**config.mk**
```make
export PLATFORM = sky130hd
export DESIGN_NAME = cdiv_top
export DESIGN_NICKNAME = d
export VERILOG_FILES = /design/src/rtl/cdiv_pkg.sv /design/src/rtl/cdiv_digit.sv /design/src/rtl/cdiv_zero_tree.sv /design/src/rtl/cdiv_top.sv
export SDC_FILE = /design/constraint.sdc
export NUM_CORES = 1
export LEC_CHECK = 0
export ABC_AREA = 1
export BUFFER_PORTS_ARGS = -buffer_cell sky130_fd_sc_hd__buf_2
export CAP_MARGIN = 25
export CORE_MARGIN = 2
export CORE_UTILIZATION = 51
export DETAILED_ROUTE_END_ITERATION = 10
export PLACE_DENSITY = 0.72
export REMOVE_ABC_BUFFERS = 1
export SLEW_MARGIN = 20
export SYNTH_ARGS = -nofsm -noshare
export SYNTH_HDL_FRONTEND = slang
export SYNTH_SLANG_ARGS = --single-unit
```
**constraint.sdc**
```tcl
create_clock -name clk -period 1.4 [get_ports clk]
set_input_delay 0.21 -clock clk [delete_from_list [all_inputs] [get_ports clk]]
set_output_delay 0.21 -clock clk [all_outputs]
set_load 0.05 [all_outputs]
```
**src/rtl/cdiv_pkg.sv**
```systemverilog
package cdiv_pkg;

  localparam int CDIV_DEC_TOP = 9;

  typedef struct packed {
    logic reload;
    logic step;
  } cdiv_ctl_t;

endpackage

```
**src/rtl/cdiv_digit.sv**
```systemverilog
module cdiv_digit
  import cdiv_pkg::*;
#(
  parameter int W = 4
) (
  input  logic         clk,
  input  logic         rst,
  input  cdiv_ctl_t    ctl,
  input  logic         dec_mode,
  input  logic [W-1:0] preset,
  output logic [W-1:0] q,
  output logic         is_zero
);

  localparam logic [W-1:0] BIN_TOP = {W{1'b1}};
  localparam logic [W-1:0] DEC_TOP = W'(CDIV_DEC_TOP);

  logic [W-1:0] wrap_val;
  logic [W-1:0] load_val;

  assign wrap_val = dec_mode ? DEC_TOP : BIN_TOP;
  assign load_val = (dec_mode && (preset > DEC_TOP)) ? DEC_TOP : preset;
  assign is_zero  = (q == '0);

  always_ff @(posedge clk) begin
    if (rst) begin
      q <= '0;
    end else if (ctl.reload) begin
      q <= load_val;
    end else if (ctl.step) begin
      q <= is_zero ? wrap_val : (q - W'(1));
    end
  end

endmodule

```
**src/rtl/cdiv_zero_tree.sv**
```systemverilog
module cdiv_zero_tree #(
  parameter int NDIG = 2
) (
  input  logic [NDIG-1:0] zero_in,
  output logic [NDIG-1:0] below_zero,
  output logic            all_zero
);

  for (genvar i = 0; i < NDIG; i++) begin : g_pref
    if (i == 0) begin : g_first
      assign below_zero[i] = 1'b1;
    end else begin : g_rest
      assign below_zero[i] = &zero_in[i-1:0];
    end
  end

  assign all_zero = &zero_in;

endmodule

```
**src/rtl/cdiv_top.sv**
```systemverilog
module cdiv_top
  import cdiv_pkg::*;
#(
  parameter int W    = 4,
  parameter int NDIG = 2
) (
  input  logic              clk,
  input  logic              rst,
  input  logic              cnt_en_i,
  input  logic              load_i,
  input  logic [NDIG*W-1:0] preset_i,
  input  logic [NDIG-1:0]   bcd_i,
  output logic              cascade_o,
  output logic              tc_o
);

  localparam int TOTAL_W = NDIG * W;

  logic [TOTAL_W-1:0] count_q;
  logic [NDIG-1:0]    digit_zero;
  logic [NDIG-1:0]    below_zero;
  logic               all_zero;
  logic               rollover;
  logic               tc_q;
  cdiv_ctl_t          ctl [NDIG];

  cdiv_zero_tree #(.NDIG(NDIG)) u_zero (
    .zero_in    (digit_zero),
    .below_zero (below_zero),
    .all_zero   (all_zero)
  );

  assign rollover = cnt_en_i & all_zero & ~load_i;

  for (genvar d = 0; d < NDIG; d++) begin : g_digit
    assign ctl[d].reload = load_i | rollover;
    assign ctl[d].step   = cnt_en_i & below_zero[d] & ~all_zero & ~load_i;

    cdiv_digit #(.W(W)) u_digit (
      .clk      (clk),
      .rst      (rst),
      .ctl      (ctl[d]),
      .dec_mode (bcd_i[d]),
      .preset   (preset_i[d*W +: W]),
      .q        (count_q[d*W +: W]),
      .is_zero  (digit_zero[d])
    );
  end

  always_ff @(posedge clk) begin
    if (rst) begin
      tc_q <= 1'b0;
    end else begin
      tc_q <= rollover;
    end
  end

  assign cascade_o = rollover;
  assign tc_o      = tc_q;

endmodule

```
* Word level (Yosys, flattened, before mapping)
Index checks and enable logic that the tools add are counted.
** Cells by class
- Add/subtract/negate cells :: 2
- $lt $le $gt $ge :: 2
- Mux-type cells :: 10
- Bitwise operators :: 10
- Reductions and logical operators :: 7
** Operators by type and width (number)
- 2-to-1 mux 4 bit :: 8
- greater-than comparator 4 bit, second input constant :: 2
- zero test 4 bit :: 2
- subtractor 4 x 1 -> 4 bit, second input constant :: 2
- AND 1 bit :: 7
- 2-to-1 mux 3 bit :: 2
- nonzero test 2 bit :: 2
- logical AND 1 bit :: 2
- inverter 1 bit :: 2
- AND reduction 2 bit :: 1
- OR 1 bit :: 1
** Storage, ports and cells
- Register bits :: 9
- Input bits :: 14
- Word-level logic and storage cells :: 34

* Longest topological paths before layout
Gate-level depths: netlist (run 1).
- Depth after elaboration :: 7
- Depth in mapped cells :: 10

* Modules after synthesis
A second synthesis (run 1) with hierarchy kept.
** Unflattened totals
- Cells, all modules :: 113
- Area, all modules :: 689.4 um^2
** Modules (own cells, without submodules)
- cdiv_digit :: instances 2, cells each 49, area each 300.3 um^2, sequential area each 80.1 um^2
- cdiv_top :: instances 1, cells each 10, area each 62.6 um^2, sequential area each 20.0 um^2
- cdiv_zero_tree :: instances 1, cells each 5, area each 26.3 um^2, sequential area each 0.0 um^2

* Worst setup path before layout (run 1)
Ideal clock, no wire load.
- Kind :: reg-to-output
- From :: register g_digit[0].u_digit.q[1]
- To :: output cascade_o
- Arrival time :: 1517 ps
- Required time :: 1190 ps
- Path slack :: -327 ps
- Stages on the path, launching flop included :: 7
- Buffers on the path :: 0
- Cells stage by stage :: dfxtp_1 -> inv_1 -> ha_1 -> nand3_4 -> inv_2 -> nand2_1 -> nor2_1
** Between the ends
- Word-level cells in the longest chain between the ends :: 4
** Ends and longest elaborated chain
- from (decl) :: line cdiv_digit.sv:11 : output logic [W-1:0] q,
- from (signal assigned) :: line cdiv_digit.sv:29 : q <= load_val;
- from (signal assigned) :: line cdiv_digit.sv:31 : q <= is_zero ? wrap_val : (q - W'(1));
- zero test 4 bit :: line cdiv_digit.sv:23 : assign is_zero = (q == '0);
- AND reduction 2 bit :: line cdiv_zero_tree.sv:17 : assign all_zero = &zero_in;
- AND 1 bit (2 in series) :: line cdiv_top.sv:33 : assign rollover = cnt_en_i & all_zero & ~load_i;
- to (decl) :: line cdiv_top.sv:13 : output logic cascade_o,
Every way passes these cells.

* Worst setup path after layout (run 1)
- From :: register g_digit[1].u_digit.q[0]
- To :: register g_digit[1].u_digit.q[3]
** Between the ends
- Word-level cells in the longest chain between the ends :: 6
- Elaborated cells on any way between the ends :: 13
** Ends and longest elaborated chain (line)
- from (decl) :: cdiv_digit.sv:11
- from (signal assigned) :: cdiv_digit.sv:29
- from (signal assigned) :: cdiv_digit.sv:31
- branches (longest 6 deep; another with subtractor 4 x 1 -> 4 bit)
Parallel ways; which one is timed is not known. The select of a mux whose other input is x is not followed.
A chain may end at the register's enable or synchronous reset.

==> impl_results.md, run 1 <==
* Class of the most critical setup path: reg2reg
* Total of flip-flops plus latches after synthesis at 9
* Total global-route track usage at 29.81%
* Routed wire length at 2.058 mm
* Pre-antenna DRT Iters at 4
* Run status: complete, but fails checks
* Core Util, Final at 80.77%
* Worst path arrival time at 1690 ps
* Data required time of the worst path at 1610 ps
* Hold WC Path Type: in2reg
* Maximum achievable frequency at 678.6 MHz
* Clock transition at the registers of the reported paths at 60 ps
* Max cap viols at 0
* Final setup fails at 8
* Post-route antenna net violation count at 0
* Clock latency on the worst-skew pair at 260 ps
* Layout Skew at 1.952 ps
* First-iteration detailed-routing DRC count at 17
* Worst VDD drop at 601.1 uV
* Overall die area at 1651 sq um
* Number of antenna violations at the first check in global routing at 0
* Vertical extent of the die at 40.63 microns
* CTS tree: yes
* Area Growth Syn to Fin at 49.73%
* Post-layout minimum cycle time at 1474 ps
* Cells after synthesis at 113
* Drt via density at 5.258
* Power density relative to cell area at 960.7 nW/um^2
* Number of levels in the clock H-tree at 1
* Sum of net half-perimeters after detailed placement at 1.378 mm
* Antenna Diode Count at 0
* Buffer depth of the longest clock path at 2
* Number of core rows at 13
* Post-synthesis instance area at 684.4 sq um
* Remaining Overflow, GRT at 0
* Gpl congestion at 0.7409
* Total clock buffers created by CTS at 3
* Nature of the critical path startpoint: flop
* Net count of the finished layout at 165
* Placement Cell Area at 830.8 sq um
* Io pins at 16
* Slew at the pin closest to its max-slew limit at 252.3 ps
* DRC violations left at 0
* Crit path setup slack, layout at -73.64 ps
* Post-synth top area cell: sky130_fd_sc_hd__dfxtp_1
* Worst rel slew slack at 83.14%
* Pin count of the biggest net entering global routing at 8
* Synth top area share at 26.33%
* Post-synth cell types at 18
* Cts hold-fix bufs at 0
* Die X at 40.63 microns
* Core ar. at 1269 sq um
* Leakage at 0.5452 nW
* RSZ-0062 raised after global routing: yes
* Worst setup EP type: flop
* Mean post-synth cell area at 6.057 sq um
* Portion of the post-synthesis area used by sequential elements at 26.33%
* Vias in the first global route at 826
* Quantity of I/O buffers inserted on ports at 15
* Post-route non-filler standard cell count at 163
* Maximum fanout count along the critical path at 7
* Violations in the final reports: negative setup slack
* Final number of hold-violating endpoints at 0
* Overall via count from detail_route at 857
* Slew Viols, Final at 0
* Clock sinks at 9
* YS warnings at 0
* Total instance count after detailed placement at 150
* Layout cells sized above 1 at 43.92%
* Starting density of the core at 53.94%
* Worst slack after detailed placement at -30.95 ps
* Share of the clock period used by the worst path at 105.3%
* Cell area after layout at 1025 sq um
* Root buf cell: sky130_fd_sc_hd__clkbuf_4
* Average wire per standard cell at 12.63 microns
* Largest cells by area after synthesis: sky130_fd_sc_hd__dfxtp_1 26%, sky130_fd_sc_hd__nand2_1 15%, sky130_fd_sc_hd__inv_1 11%
* First-pass GRT wire length at 3.201 mm
[path summary, 6_finish.rpt]
| kind | startpoint | to | slack, ps | cells after the start |
|---|---|---|---|---|
| worst max register to register | g_digit[1].u_digit.q[0] | g_digit[1].u_digit.q[3] | -70 | 10 |
| worst min-delay path | rst | g_digit[1].u_digit.q[2] | 210 | 2 |
| worst max-delay path | g_digit[1].u_digit.q[0] | g_digit[1].u_digit.q[3] | -70 | 10 |
| worst min register to register | g_digit[1].u_digit.q[2] | g_digit[1].u_digit.q[2] | 520 | 2 |
[per-layer routing]
metal  global-route usage, %  up-vias  routed length, microns
met5                       0        -                       0
met4                   10.00        0                      34
met3                   3.261        4                      60
met2                   59.52       18                    1123
met1                   31.44      404                     839
li1                        -      431                       -
[placed cells by master, fill, tap and decap left out]
cell	n
sky130_fd_sc_hd__nand2_1	24
sky130_fd_sc_hd__inv_1	14
sky130_fd_sc_hd__buf_2	14
sky130_fd_sc_hd__buf_4	14
sky130_fd_sc_hd__nor2_1	12
sky130_fd_sc_hd__a21oi_1	8
sky130_fd_sc_hd__inv_2	7
sky130_fd_sc_hd__nand3_2	7
sky130_fd_sc_hd__nand3_1	7
sky130_fd_sc_hd__dfxtp_1	7
sky130_fd_sc_hd__nand2_2	5
sky130_fd_sc_hd__o21ai_1	4
sky130_fd_sc_hd__nor2_2	3
sky130_fd_sc_hd__o21ai_0	3
sky130_fd_sc_hd__clkbuf_4	3
sky130_fd_sc_hd__buf_6	3
sky130_fd_sc_hd__nand3_4	2
sky130_fd_sc_hd__o21bai_1	2
sky130_fd_sc_hd__ha_4	2
sky130_fd_sc_hd__dfxtp_2	2
sky130_fd_sc_hd__nor2_4	1
sky130_fd_sc_hd__o21bai_4	1
sky130_fd_sc_hd__a21oi_2	1
sky130_fd_sc_hd__nor3_1	1
sky130_fd_sc_hd__clkbuf_1	1
[power breakdown]
part           internal [mW]  total (mW)  switching [mW]
combinational          0.218       0.468           0.250
sequential             0.284       0.309          0.0246
clock                  0.110       0.208          0.0974
total                  0.612       0.984           0.372
[final cells by class]
cell class	instances	area [sq um]
multi-input combinational	83	509.2
timing repair buffer	31	209.0
tap	15	18.77
fill	101	244.0
clock buffer	4	26.28
sequential	9	182.7
inverter	21	78.83
[logic make-up (layout without fill, tap and decap cells)]
group	Yosys count	in the layout	share of synthesized area, %
AOI/OAI and AO/OA	19	19	16.63
adders and majority gates	2	2	3.656
and+or+nand+nor	62	62	41.87
DFF	9	9	26.33
buffers and inverters	21	56	11.52
[cells in the mapped netlist (all sizes together)]
cell type / number
o21ai: 7
nor3: 1
inv: 21
dfxtp: 9
o21bai: 3
ha: 2
a21oi: 9
nand2: 29
nand3: 16
nor2: 16
[worst max-delay path, cell delays in order, from the launching register on]
cell and delay, ps:
sky130_fd_sc_hd__dfxtp_2 330, sky130_fd_sc_hd__inv_2 70, sky130_fd_sc_hd__ha_4 150, sky130_fd_sc_hd__nand3_4 70
sky130_fd_sc_hd__buf_6 140, sky130_fd_sc_hd__buf_6 110, sky130_fd_sc_hd__o21bai_4 240, sky130_fd_sc_hd__nand2_1 80
sky130_fd_sc_hd__nand3_1 90, sky130_fd_sc_hd__nand3_1 70, sky130_fd_sc_hd__inv_1 50
[state kept, by name, indices dropped and copies added (netlist names)]
signal and count:
g_digit.u_digit.q 8, tc_o 1
[through the flow]
step / power (mW) / hold WS, ps / setup TNS (ps)
6_report: 0.9844 / 212.8 / -480.8
5_1_grt: 1.045 / 223.6 / -1017
4_1_cts: 0.9347 / 211.6 / -244.1
3_5_place_dp: 0.6422 / 490.0 / -77.57
3_3_place_gp: 0.6348 / 486.3 / 0
2_1_floorplan: 0.5276 / 279.1 / -327.2
[what timing repair did]
item | in CTS | in global routing
resized for setup | 22 | 10
pin swaps | 10 | 10
endpoints found under the setup margin | 8 | 8
setup buffers | 10 | 0
(Power assumes the default switching activity.)
==> run 2, diff against run 1 <==
--- a/config.mk
+++ b/config.mk
@@ -11,4 +11,5 @@
 export CORE_MARGIN = 2
 export CORE_UTILIZATION = 51
+export CTS_CLUSTER_DIAMETER = 120
 export DETAILED_ROUTE_END_ITERATION = 10
 export PLACE_DENSITY = 0.72
==> constraint.sdc (replaced) <==
create_clock -name clk -period 1.4 [get_ports clk]
set_input_delay 0.21 -clock clk [delete_from_list [all_inputs] [get_ports clk]]
set_output_delay 0.21 -clock clk [all_outputs]
set_load 0.1 [all_outputs]
==> impl_results.md, run 2 (synthesis results as in run 1) <==
* Area taken by multi-input logic gates at 478.0 sq um (was 509.2 sq um)
* Nature of the critical path startpoint: flop (unchanged)
* Worst rel slew slack at 67.75% (was 83.14%)
* Routed wire length at 1.896 mm (was 2.058 mm)
* Run status: complete, but fails checks (unchanged)
* Area Growth Syn to Fin at 41.50% (was 49.73%)
* Post-layout minimum cycle time at 1524 ps (was 1474 ps)
* Root buf cell: sky130_fd_sc_hd__clkbuf_4 (unchanged)
* Largest register by flop count: g_digit.u_digit.q (unchanged)
* Post-route antenna net violation count at 0 (unchanged)
* CTS tree: yes (unchanged)
* Vertical extent of the die at 40.63 microns (unchanged)
* Die X at 40.63 microns (unchanged)
* Worst VDD drop at 567.2 uV (was 601.1 uV)
* Slew at the pin closest to its max-slew limit at 487.0 ps (was 252.3 ps)
* Overall via count from detail_route at 826 (was 857)
* Core ar. at 1269 sq um (unchanged)
* Worst R2R Setup Slack at -30 ps (was -70 ps)
* Crit Reg-Reg Startpoint: g_digit[1].u_digit.q[0] (unchanged)
* First-pass GRT wire length at 2.939 mm (was 3.201 mm)
* Commonest non-fill, non-tap cells in the layout: 25 x sky130_fd_sc_hd__nand2_1, 14 x sky130_fd_sc_hd__inv_1, 14 x sky130_fd_sc_hd__nand3_1, 14 x sky130_fd_sc_hd__buf_2 (was 24 x sky130_fd_sc_hd__nand2_1, 14 x sky130_fd_sc_hd__inv_1, 14 x sky130_fd_sc_hd__buf_2, 14 x sky130_fd_sc_hd__buf_4, 12 x sky130_fd_sc_hd__nor2_1)
* Maximum achievable frequency at 656.1 MHz (was 678.6 MHz)
* Max cap viols at 0 (unchanged)
* Logic depth of the worst register-to-register path at 9 (was 10)
* Total global-route track usage at 27.34% (was 29.81%)
* FF/Latch Area at 183.9 sq um (was 182.7 sq um)
* DRC violations left at 0 (unchanged)
* Filler Cell Count at 116 (was 101)
* Buffer depth of the longest clock path at 2 (unchanged)
* RSZ-0062 raised after global routing: yes (unchanged)
* Number of flip-flops in the largest register at 8 (unchanged)
* Overall die area at 1651 sq um (unchanged)
* Leakage at 0.5185 nW (was 0.5452 nW)
* Number of antenna violations at the first check in global routing at 0 (unchanged)
* Power density relative to cell area at 981.4 nW/um^2 (was 960.7 nW/um^2)
* Total negative slack for setup checks at -155.3 ps (was -480.8 ps)
* Layout cells sized above 1 at 36.81% (was 43.92%)
* Final number of hold-violating endpoints at 0 (unchanged)
* Antenna Diode Count at 0 (unchanged)
* Most common library cell in the layout ignoring fill and taps: sky130_fd_sc_hd__nand2_1 (unchanged)
* Maximum fanout count along the critical path at 3 (was 7)
* First-iteration detailed-routing DRC count at 21 (was 17)
* Hold-critical path endpoint: g_digit[0].u_digit.q[3] (was g_digit[1].u_digit.q[2])
* Drt via density at 5.195 (was 5.258)
* Worst Hold Depth at 2 (unchanged)
* Clock sinks at 9 (unchanged)
* Data required time of the worst path at 1190 ps (was 1610 ps)
* Crit path setup slack, layout at -124.3 ps (was -73.64 ps)
* Worst setup EP type: output pin (was flop)
* Average wire per standard cell at 11.92 microns (was 12.63 microns)
* Net count of the finished layout at 161 (was 165)
* Worst path arrival time at 1310 ps (was 1690 ps)
* Starting density of the core at 53.94% (unchanged)
* Io pins at 16 (unchanged)
* Worst Hold Slack at 206.2 ps (was 212.8 ps)
* Clock latency on the worst-skew pair at 270 ps (was 260 ps)
* Pre-antenna DRT Iters at 4 (unchanged)
* Clock transition at the registers of the reported paths at 70 ps (was 60 ps)
* Gpl congestion at 0.8118 (was 0.7409)
* Critical hold path startpoint: rst (unchanged)
* Remaining Overflow, GRT at 0 (unchanged)
* Sum of net half-perimeters after detailed placement at 1.360 mm (was 1.378 mm)
* Share of the clock period used by the worst path at 108.9% (was 105.3%)
* Hold WC Path Type: in2reg (unchanged)
* Number of levels in the clock H-tree at 1 (unchanged)
* Capture instance of the worst register-to-register path: g_digit[0].u_digit.q[1] (was g_digit[1].u_digit.q[3])
* Total clock buffers created by CTS at 3 (unchanged)
* Violations in the final reports: negative setup slack (unchanged)
* Vias in the first global route at 761 (was 826)
* Layout Skew at 4.402 ps (was 1.952 ps)
* Final setup fails at 2 (was 8)
* Quantity of I/O buffers inserted on ports at 15 (unchanged)
* Slew Viols, Final at 0 (unchanged)
* Number of core rows at 13 (unchanged)
* Class of the most critical setup path: reg2out (was reg2reg)
* Pin count of the biggest net entering global routing at 8 (unchanged)
[run 2: cell types whose count changed in the layout (fill, tap and decap cells not counted), sizes merged]
cell and change:
buf -4
[run 2: critical path, cell delays in order (launching register included)]
cell and delay (ps):
sky130_fd_sc_hd__dfxtp_2 330, sky130_fd_sc_hd__inv_2 70, sky130_fd_sc_hd__ha_4 150, sky130_fd_sc_hd__nand3_4 100
sky130_fd_sc_hd__inv_4 80, sky130_fd_sc_hd__nand2_4 50, sky130_fd_sc_hd__nor2_4 90, sky130_fd_sc_hd__buf_12 180
[run 2: repair_timing]
item	in CTS	in global routing
pin swaps	4	5
setup endpoints to repair	7	7
hold buffers	0	0
gates resized for setup	15	7
buffers inserted	2	3
[run 2: routing by layer]
metal  GRT usage (%)  part of all wire (%)
met1           27.21                    41
met2           50.40                    55
met3           4.891                   2.3
met4           19.17                   1.5
met5               0                     0
[run 2: report_power, final]
part / switching, mW / internal, mW / total, mW / leakage [nW]
clock network: 0.102 / 0.110 / 0.212 / 0.0150
logic: 0.241 / 0.191 / 0.432 / 0.428
registers: 0.0211 / 0.285 / 0.306 / 0.0754
[run 2: worst max path at each step]
stage / from / cells after the start / to / slack (ps)
2_1_floorplan: g_digit[0].u_digit.q[1] / 6 / cascade_o / -930
4_1_cts: g_digit[1].u_digit.q[1] / 7 / cascade_o / -170
6_report: g_digit[1].u_digit.q[0] / 7 / cascade_o / -120
3_5_place_dp: g_digit[1].u_digit.q[0] / 9 / g_digit[0].u_digit.q[1] / -40
3_3_place_gp: g_digit[1].u_digit.q[0] / 9 / g_digit[0].u_digit.q[1] / 10
5_1_grt: g_digit[1].u_digit.q[0] / 7 / cascade_o / -170
[run 2: final cells by class]
class | instances | share of cell area [%]
clock buffers | 4 | 2.713
inverters | 21 | 8.398
multi-input cells | 83 | 49.35
flip-flops and latches | 9 | 18.99
well taps | 15 | 1.938
repair buffers | 27 | 18.60
[run 2: stage by stage]
step	worst slack [ps]	std cells	instance area (sq um)	power, mW	util, %
floorplan	-933.1	113	684.4	0.5346	-
global placement	10.75	150	845.8	0.6446	66.67
detailed placement	-40.53	150	845.8	0.6550	66.67
CTS	-165.6	156	932.1	0.9143	73.47
global route	-170.3	159	968.4	1.012	76.33
finish	-124.3	159	968.4	0.9504	76.33
